`config.mk`:
```
export PLATFORM = sky130hd
export DESIGN_NAME = tick_timer_wdog
export DESIGN_NICKNAME = d
export VERILOG_FILES = /design/src/rtl/tw_pkg.sv /design/src/rtl/tw_sync_edge.sv /design/src/rtl/tw_prescaler.sv /design/src/rtl/tw_watchdog.sv /design/src/rtl/tick_timer_wdog.sv
export SDC_FILE = /design/constraint.sdc
export NUM_CORES = 1
export LEC_CHECK = 0
export BUFFER_PORTS_ARGS = -buffer_cell sky130_fd_sc_hd__buf_2
export CORE_UTILIZATION = 55
export DETAILED_ROUTE_END_ITERATION = 10
export PLACE_DENSITY_LB_ADDON = 0.1
export REMOVE_ABC_BUFFERS = 1
export SETUP_SLACK_MARGIN = 0.3
export SYNTH_ARGS = -nofsm -noshare
export SYNTH_HDL_FRONTEND = slang
export SYNTH_SLANG_ARGS = --single-unit
export TNS_END_PERCENT = 5
```
`constraint.sdc`:
```
create_clock -name clk -period 2.4 [get_ports clk]
set_clock_uncertainty 0.2 [all_clocks]
set_input_delay 0.12 -clock clk [delete_from_list [all_inputs] [get_ports clk]]
set_output_delay 0.12 -clock clk [all_outputs]
set_load 0.005 [all_outputs]
```
`src/rtl/tw_pkg.sv`:
```
package tw_pkg;

    typedef struct packed {
        logic       src_ext;
        logic       edge_fall;
        logic       pre_to_wdt;
        logic [2:0] rate;
    } tw_ctl_t;

    localparam tw_ctl_t TW_CTL_RESET = '{src_ext: 1'b0, edge_fall: 1'b0,
                                         pre_to_wdt: 1'b1, rate: 3'd0};

endpackage

```
`src/rtl/tw_sync_edge.sv`:
```
module tw_sync_edge #(
    parameter int STAGES = 2
) (
    input  logic clk,
    input  logic rst_n,
    input  logic din,
    output logic rise,
    output logic fall
);
    typedef struct packed {
        logic [STAGES-1:0] chain;
        logic              last;
    } sync_t;

    sync_t s_d, s_q;

    always_comb begin
        s_d       = s_q;
        s_d.chain = {s_q.chain[STAGES-2:0], din};
        s_d.last  = s_q.chain[STAGES-1];
        rise      = s_q.chain[STAGES-1] & ~s_q.last;
        fall      = ~s_q.chain[STAGES-1] & s_q.last;
    end

    always_ff @(posedge clk or negedge rst_n) begin
        if (!rst_n) s_q <= '0;
        else        s_q <= s_d;
    end
endmodule

```
`src/rtl/tw_prescaler.sv`:
```
module tw_prescaler #(
    parameter int RATE_W = 3
) (
    input  logic              clk,
    input  logic              rst_n,
    input  logic              clr,
    input  logic              ev,
    input  logic              to_wdt,
    input  logic [RATE_W-1:0] rate,
    output logic              out
);
    localparam int W = 1 << RATE_W;

    typedef struct packed {
        logic [W-1:0] cnt;
    } pre_t;

    pre_t p_d, p_q;
    logic [W-1:0] mask;

    always_comb begin
        // timer side: 2^(rate+1) events; watchdog side: 2^rate events
        mask = {W{1'b1}} >> (W - 1 - int'(rate));
        if (to_wdt) mask = mask >> 1;
        out = ev && ((p_q.cnt & mask) == mask);
        p_d = p_q;
        if (clr)     p_d.cnt = '0;
        else if (ev) p_d.cnt = out ? '0 : p_q.cnt + W'(1);
    end

    always_ff @(posedge clk or negedge rst_n) begin
        if (!rst_n) p_q <= '0;
        else        p_q <= p_d;
    end
endmodule

```
`src/rtl/tw_watchdog.sv`:
```
module tw_watchdog #(
    parameter int BASE = 16
) (
    input  logic clk,
    input  logic rst_n,
    input  logic tick,
    input  logic clr,
    input  logic fire,
    output logic base_ev,
    output logic timeout
);
    localparam int CW = (BASE > 1) ? $clog2(BASE) : 1;

    typedef struct packed {
        logic [CW-1:0] cnt;
        logic          to;
    } wd_t;

    wd_t w_d, w_q;

    always_comb begin
        base_ev = tick && (w_q.cnt == CW'(BASE - 1));
        w_d     = w_q;
        if (clr)       w_d.cnt = '0;
        else if (tick) w_d.cnt = base_ev ? '0 : w_q.cnt + CW'(1);
        if (clr)       w_d.to = 1'b0;
        else if (fire) w_d.to = 1'b1;
        timeout = w_q.to;
    end

    always_ff @(posedge clk or negedge rst_n) begin
        if (!rst_n) w_q <= '0;
        else        w_q <= w_d;
    end


    wdt_clr_chk: assert property (@(posedge clk) disable iff (!rst_n)
        clr |=> !timeout);


    wdt_rise_chk: assert property (@(posedge clk) disable iff (!rst_n)
        $rose(timeout) |-> $past(fire));
endmodule

```
`src/rtl/tick_timer_wdog.sv`:
```
module tick_timer_wdog #(
    parameter int TMR_W       = 8,
    parameter int RATE_W      = 3,
    parameter int WDT_BASE    = 16,
    parameter int SYNC_STAGES = 2
) (
    input  logic             clk,
    input  logic             rst_n,
    input  logic             tick_en,
    input  logic             ctl_we,
    input  logic [5:0]       ctl_wdata,
    input  logic             tmr_we,
    input  logic [TMR_W-1:0] tmr_wdata,
    output logic [TMR_W-1:0] tmr_rdata,
    input  logic             ext_clk,
    input  logic             ovf_clr,
    output logic             ovf_flag,
    input  logic             wdt_clr,
    output logic             wdt_timeout
);
    import tw_pkg::*;

    typedef struct packed {
        tw_ctl_t          ctl;
        logic [TMR_W-1:0] tmr;
        logic             ovf;
    } top_t;

    top_t t_d, t_q;

    logic ext_rise, ext_fall, src_ev, base_ev, pre_in, pre_clr, pre_out;
    logic tmr_inc, wdt_fire;

    tw_sync_edge #(.STAGES(SYNC_STAGES)) i_sync (
        .clk(clk), .rst_n(rst_n), .din(ext_clk), .rise(ext_rise), .fall(ext_fall)
    );

    tw_prescaler #(.RATE_W(RATE_W)) i_pre (
        .clk(clk), .rst_n(rst_n), .clr(pre_clr), .ev(pre_in),
        .to_wdt(t_q.ctl.pre_to_wdt), .rate(t_q.ctl.rate[RATE_W-1:0]), .out(pre_out)
    );

    tw_watchdog #(.BASE(WDT_BASE)) i_wdt (
        .clk(clk), .rst_n(rst_n), .tick(tick_en), .clr(wdt_clr),
        .fire(wdt_fire), .base_ev(base_ev), .timeout(wdt_timeout)
    );

    always_comb begin
        src_ev   = t_q.ctl.src_ext ? (t_q.ctl.edge_fall ? ext_fall : ext_rise) : tick_en;
        pre_in   = t_q.ctl.pre_to_wdt ? base_ev : src_ev;
        pre_clr  = wdt_clr | (tmr_we & ~t_q.ctl.pre_to_wdt);
        tmr_inc  = t_q.ctl.pre_to_wdt ? src_ev : pre_out;
        wdt_fire = t_q.ctl.pre_to_wdt ? pre_out : base_ev;

        t_d = t_q;
        if (ctl_we) t_d.ctl = tw_ctl_t'(ctl_wdata);
        if (tmr_we)       t_d.tmr = tmr_wdata;
        else if (tmr_inc) t_d.tmr = t_q.tmr + TMR_W'(1);
        if (tmr_inc && !tmr_we && (t_q.tmr == {TMR_W{1'b1}})) t_d.ovf = 1'b1;
        else if (ovf_clr)                                    t_d.ovf = 1'b0;

        tmr_rdata = t_q.tmr;
        ovf_flag  = t_q.ovf;
    end

    always_ff @(posedge clk or negedge rst_n) begin
        if (!rst_n) begin
            t_q.ctl <= TW_CTL_RESET;
            t_q.tmr <= '0;
            t_q.ovf <= 1'b0;
        end else begin
            t_q <= t_d;
        end
    end


    tmr_load_chk: assert property (@(posedge clk) disable iff (!rst_n)
        tmr_we |=> tmr_rdata == $past(tmr_wdata));


    ovf_set_chk: assert property (@(posedge clk) disable iff (!rst_n)
        (tmr_inc && !tmr_we && tmr_rdata == {TMR_W{1'b1}}) |=> ovf_flag);


    ovf_sticky_chk: assert property (@(posedge clk) disable iff (!rst_n)
        (ovf_flag && !ovf_clr) |=> ovf_flag);


    tmr_idle_chk: assert property (@(posedge clk) disable iff (!rst_n)
        (!tmr_we && !tmr_inc) |=> $stable(tmr_rdata));
endmodule

```
==> summary.md <==
| Metric | Value |
|---|---|
| Status | `complete, no violations` |
| Initial Util | `58.4%` |
| Share of layout cells above drive strength 1 | `25.0%` |
| Number of flops mapped to enable cells by yosys | `0` |
| Cell depth of the worst flop-to-flop path | `7` |
| Count of yosys warnings during synthesis | `0` |
| Hold path depth | `3` |
| PD cells | `a little over 500 mW/mm2` |
| Post-Route Setup TNS | `0 ps` |
| Mux cell area share after synthesis | `4.28%` |
| Max cap viols | `0` |
| HP Start | `tmr_we` |
| Global-route congestion overflow total | `0` |
| Initial antenna violation count | `0` |
| Fin area | `~0.0024 mm2` |
| FF-to-FF Start | `t_q[12]` |
| Nets@finish | `approximately 270` |
| Largest family of logic cells by synthesized area | `simple AND/OR/NAND/NOR gates` |
| Hold endpoint | `tmr_rdata[2]` |
| Post-DP HPWL | `about 2600 um` |
| Main flop type after synthesis | `dfrtp_1` |
| Vias in the first global route | `1524` |
| Worst vdd ir | `0.434 mV` |
| Most common cell in the netlist | `dfrtp_1` |
| Total global-route track usage | `27.2%` |
| Routed WL | `roughly 4100 um` |
| Critical Path Sink Type | `register` |
| Total CTS buffers | `5` |
| Critical path type | `reg2reg` |
| Synth top cells by count | `dfrtp_1 (30), nand2_1 (19), nor2_1 (18)` |
| Synth-to-layout area growth | `32.5%` |
| Simple-gate portion of the synthesized area | `between 20% and 30%` |
| IO buf count | `31` |
| Drt wl/cell | `about 14 um` |
| Ys async rst share | `100%` |
| Initial drt markers | `~110` |
| Crit Reg-Reg Endpoint | `tmr_rdata[7]` |
| Static leakage | `between 1 and 1.5 nW` |
| Final hold viol count | `0` |
| CP startpoint | `t_q[12]` |
| Post-route minimum period | `around 2300 ps` |
| Clk_lat worst skew | `340 ps` |
| First-pass GRT wire length | `approximately 6900 um` |
| Compound-gate portion of the synthesized area | `17.6%` |
| Clock Pin Slew Worst Setup and Hold Paths | `100 ps` |
| Die area | `roughly 0.0035 mm2` |
| Htree depth | `2` |
| Root Driver | `clkbuf_4` |
| Critical Path Source Type | `register` |
| Hold crit path type | `in2reg` |
| Via count | `~1.6k` |
| CTS max path bufs | `2` |
| Synth Area in Adders | `approximately 2.1%` |
| Die Span Y | `roughly 60 um` |
| Clk sink count | `31` |
| Share of the synthesized area in the top cell type | `between 40% and 50%` |
| Row count | `20` |
| Unrepaired setup endpoints after global routing | `yes` |
| Antenna Nets Post-Route | `0` |
| Slew margin rel. | `between 50 and 60%` |
| Die W | `approximately 59 um` |
| Slew Limit Fails | `0` |
| Sequential fraction of the synthesis area | `a little over two fifths` |
| # fillers | `~220` |
| I/O pins | `32` |
| Post-route clock period utilization | `a little over nine tenths` |
| Synth Cell Area | `0.00178 mm2` |
| Syn Area/Cell | `between 9 and 10 um2` |
| DR vias/cell | `5.50` |
| Min Hold Slack | `~11 ps` |
| Drt pass-1 iters | `4` |
| DP Area | `roughly 0.0019 mm2` |
| CTS tree | `yes` |
| Core region area | `between 0.003 and 0.004 mm2` |
| Inserted Diodes | `0` |
| Worst-margin pin slew | `slightly below 700 ps` |
| CP Data Required Time | `roughly 2500 ps` |
| Max FO, Critical Path | `10` |
| Distinct cells, synth | `54` |
| Worst reg-to-reg setup slack | `150 ps` |
| Leading area contributor after synthesis | `dfrtp_1` |
| Syn Inst Count | `approximately 190` |
| CP Data Arrival Time | `~2300 ps` |
| Fmax | `roughly 0.44 GHz` |
| Count of state elements after synthesis | `31` |
| # setup viols final | `0` |
| Residual DRC | `0` |
| Placer Congestion | `just over 0.8` |
| Largest net degree at the start of global routing | `32` |
| Dominant cells by area after synthesis | `dfrtp_1 (42%), nand2_1 (4.0%), nor2_1 (3.8%)` |
| Post-synthesis xor/xnor area fraction | `under 10%` |
==> critical path, stage by stage (launching register included) <==
cell and delay [ps]:
dfstp_2 560, and2b_2 170, a211oi_1 80, a311o_2 430
o21ai_4 260, buf_12 160, nand4_1 100, a31oi_1 210
==> what timing repair did <==
item | CTS | global route
buffers inserted | 3 | 0
hold endpoints to repair | 51 | 0
hold buffers | 32 | 0
pin swaps | 2 | 4
cloned | 0 | 0
gates resized for setup | 1 | 3
endpoints found under the setup margin | 17 | 17
==> routing by layer <==
metal / GRT usage [%] / share of wire, % / vias up
met4: 10.5 / 1.6 / 0
li1: - / - / 783
met5: 0 / 0 / -
met2: 44.8 / 50 / 66
met3: 7.03 / 5.5 / 12
met1: 34.1 / 43 / 745
==> flip-flops by register name, indices dropped and copies added, names as in the netlist <==
signal,count
i_pre.p_q,8
tmr_rdata,8
t_q,6
i_wdt.w_q,4
i_sync.s_d,2
i_sync.s_q,1
i_wdt.timeout,1
ovf_flag,1
==> area by class of cell <==
cell class | count | area, um2 | share of cell area [%]
timing repair buffer | 68 | 526 | 22.3
clock buffer | 7 | 55.1 | 2.33
clock inverter | 1 | 5.00 | 0.212
tap | 44 | 55.1 | 2.33
sequential | 31 | 777 | 32.9
inverter | 12 | 45.0 | 1.91
multi-input combinational | 129 | 898 | 38.0
==> where the power goes <==
part	switching (mW)	leakage [nW]	internal (mW)
combinational	0.133	0.670	0.140
sequential	0.0390	0.395	0.555
clock	0.183	0.0353	0.142
==> logic make-up (layout without fill, tap and decap cells) <==
group                    count (synthesis)  in the layout
AND/OR/NAND/NOR                         77             77
AO/OA/AOI/OAI                           37             37
flip-flops                              31             31
buffers and inverters                   27             88
multiplexers                             7              7
XOR/XNOR                                 5              5
adder cells (fa/ha/maj)                  3              3
==> stage by stage <==
stage | setup WS, ps | power, mW | utilization, % | std cells
6_report | 146 | 1.19 | 77.3 | 292
5_1_grt | 90.5 | 1.25 | 77.3 | 292
4_1_cts | 206 | 1.18 | 76.6 | 292
3_5_place_dp | 144 | 0.809 | 63.0 | 249
3_3_place_gp | 214 | 0.800 | 63.0 | 249
2_1_floorplan | 67.4 | 0.714 | - | 172
==> layout by cell type, fill, tap and decap left out, types with 5 or more instances in the layout <==
cell           count
dlygate4sd3_1     32
buf_2             31
dfrtp_1           30
nand2_1           19
nor2_1            18
inv_1             12
nand4_1            8
nand3_1            7
o21ai_0            5
mux2_2             5
and3_1             5
xor2_1             5
clkbuf_4           5
==> worst max path at each step <==
stage	endpoint	cells after the start
after global placement	tmr_rdata[4]	7
after CTS	i_pre.p_q[4]	6
final	tmr_rdata[7]	7
after detailed placement	tmr_rdata[7]	7
after global routing	tmr_rdata[7]	7
after floorplan	i_pre.p_q[2]	6
No activity file was read; power rests on OpenSTA's default activity.
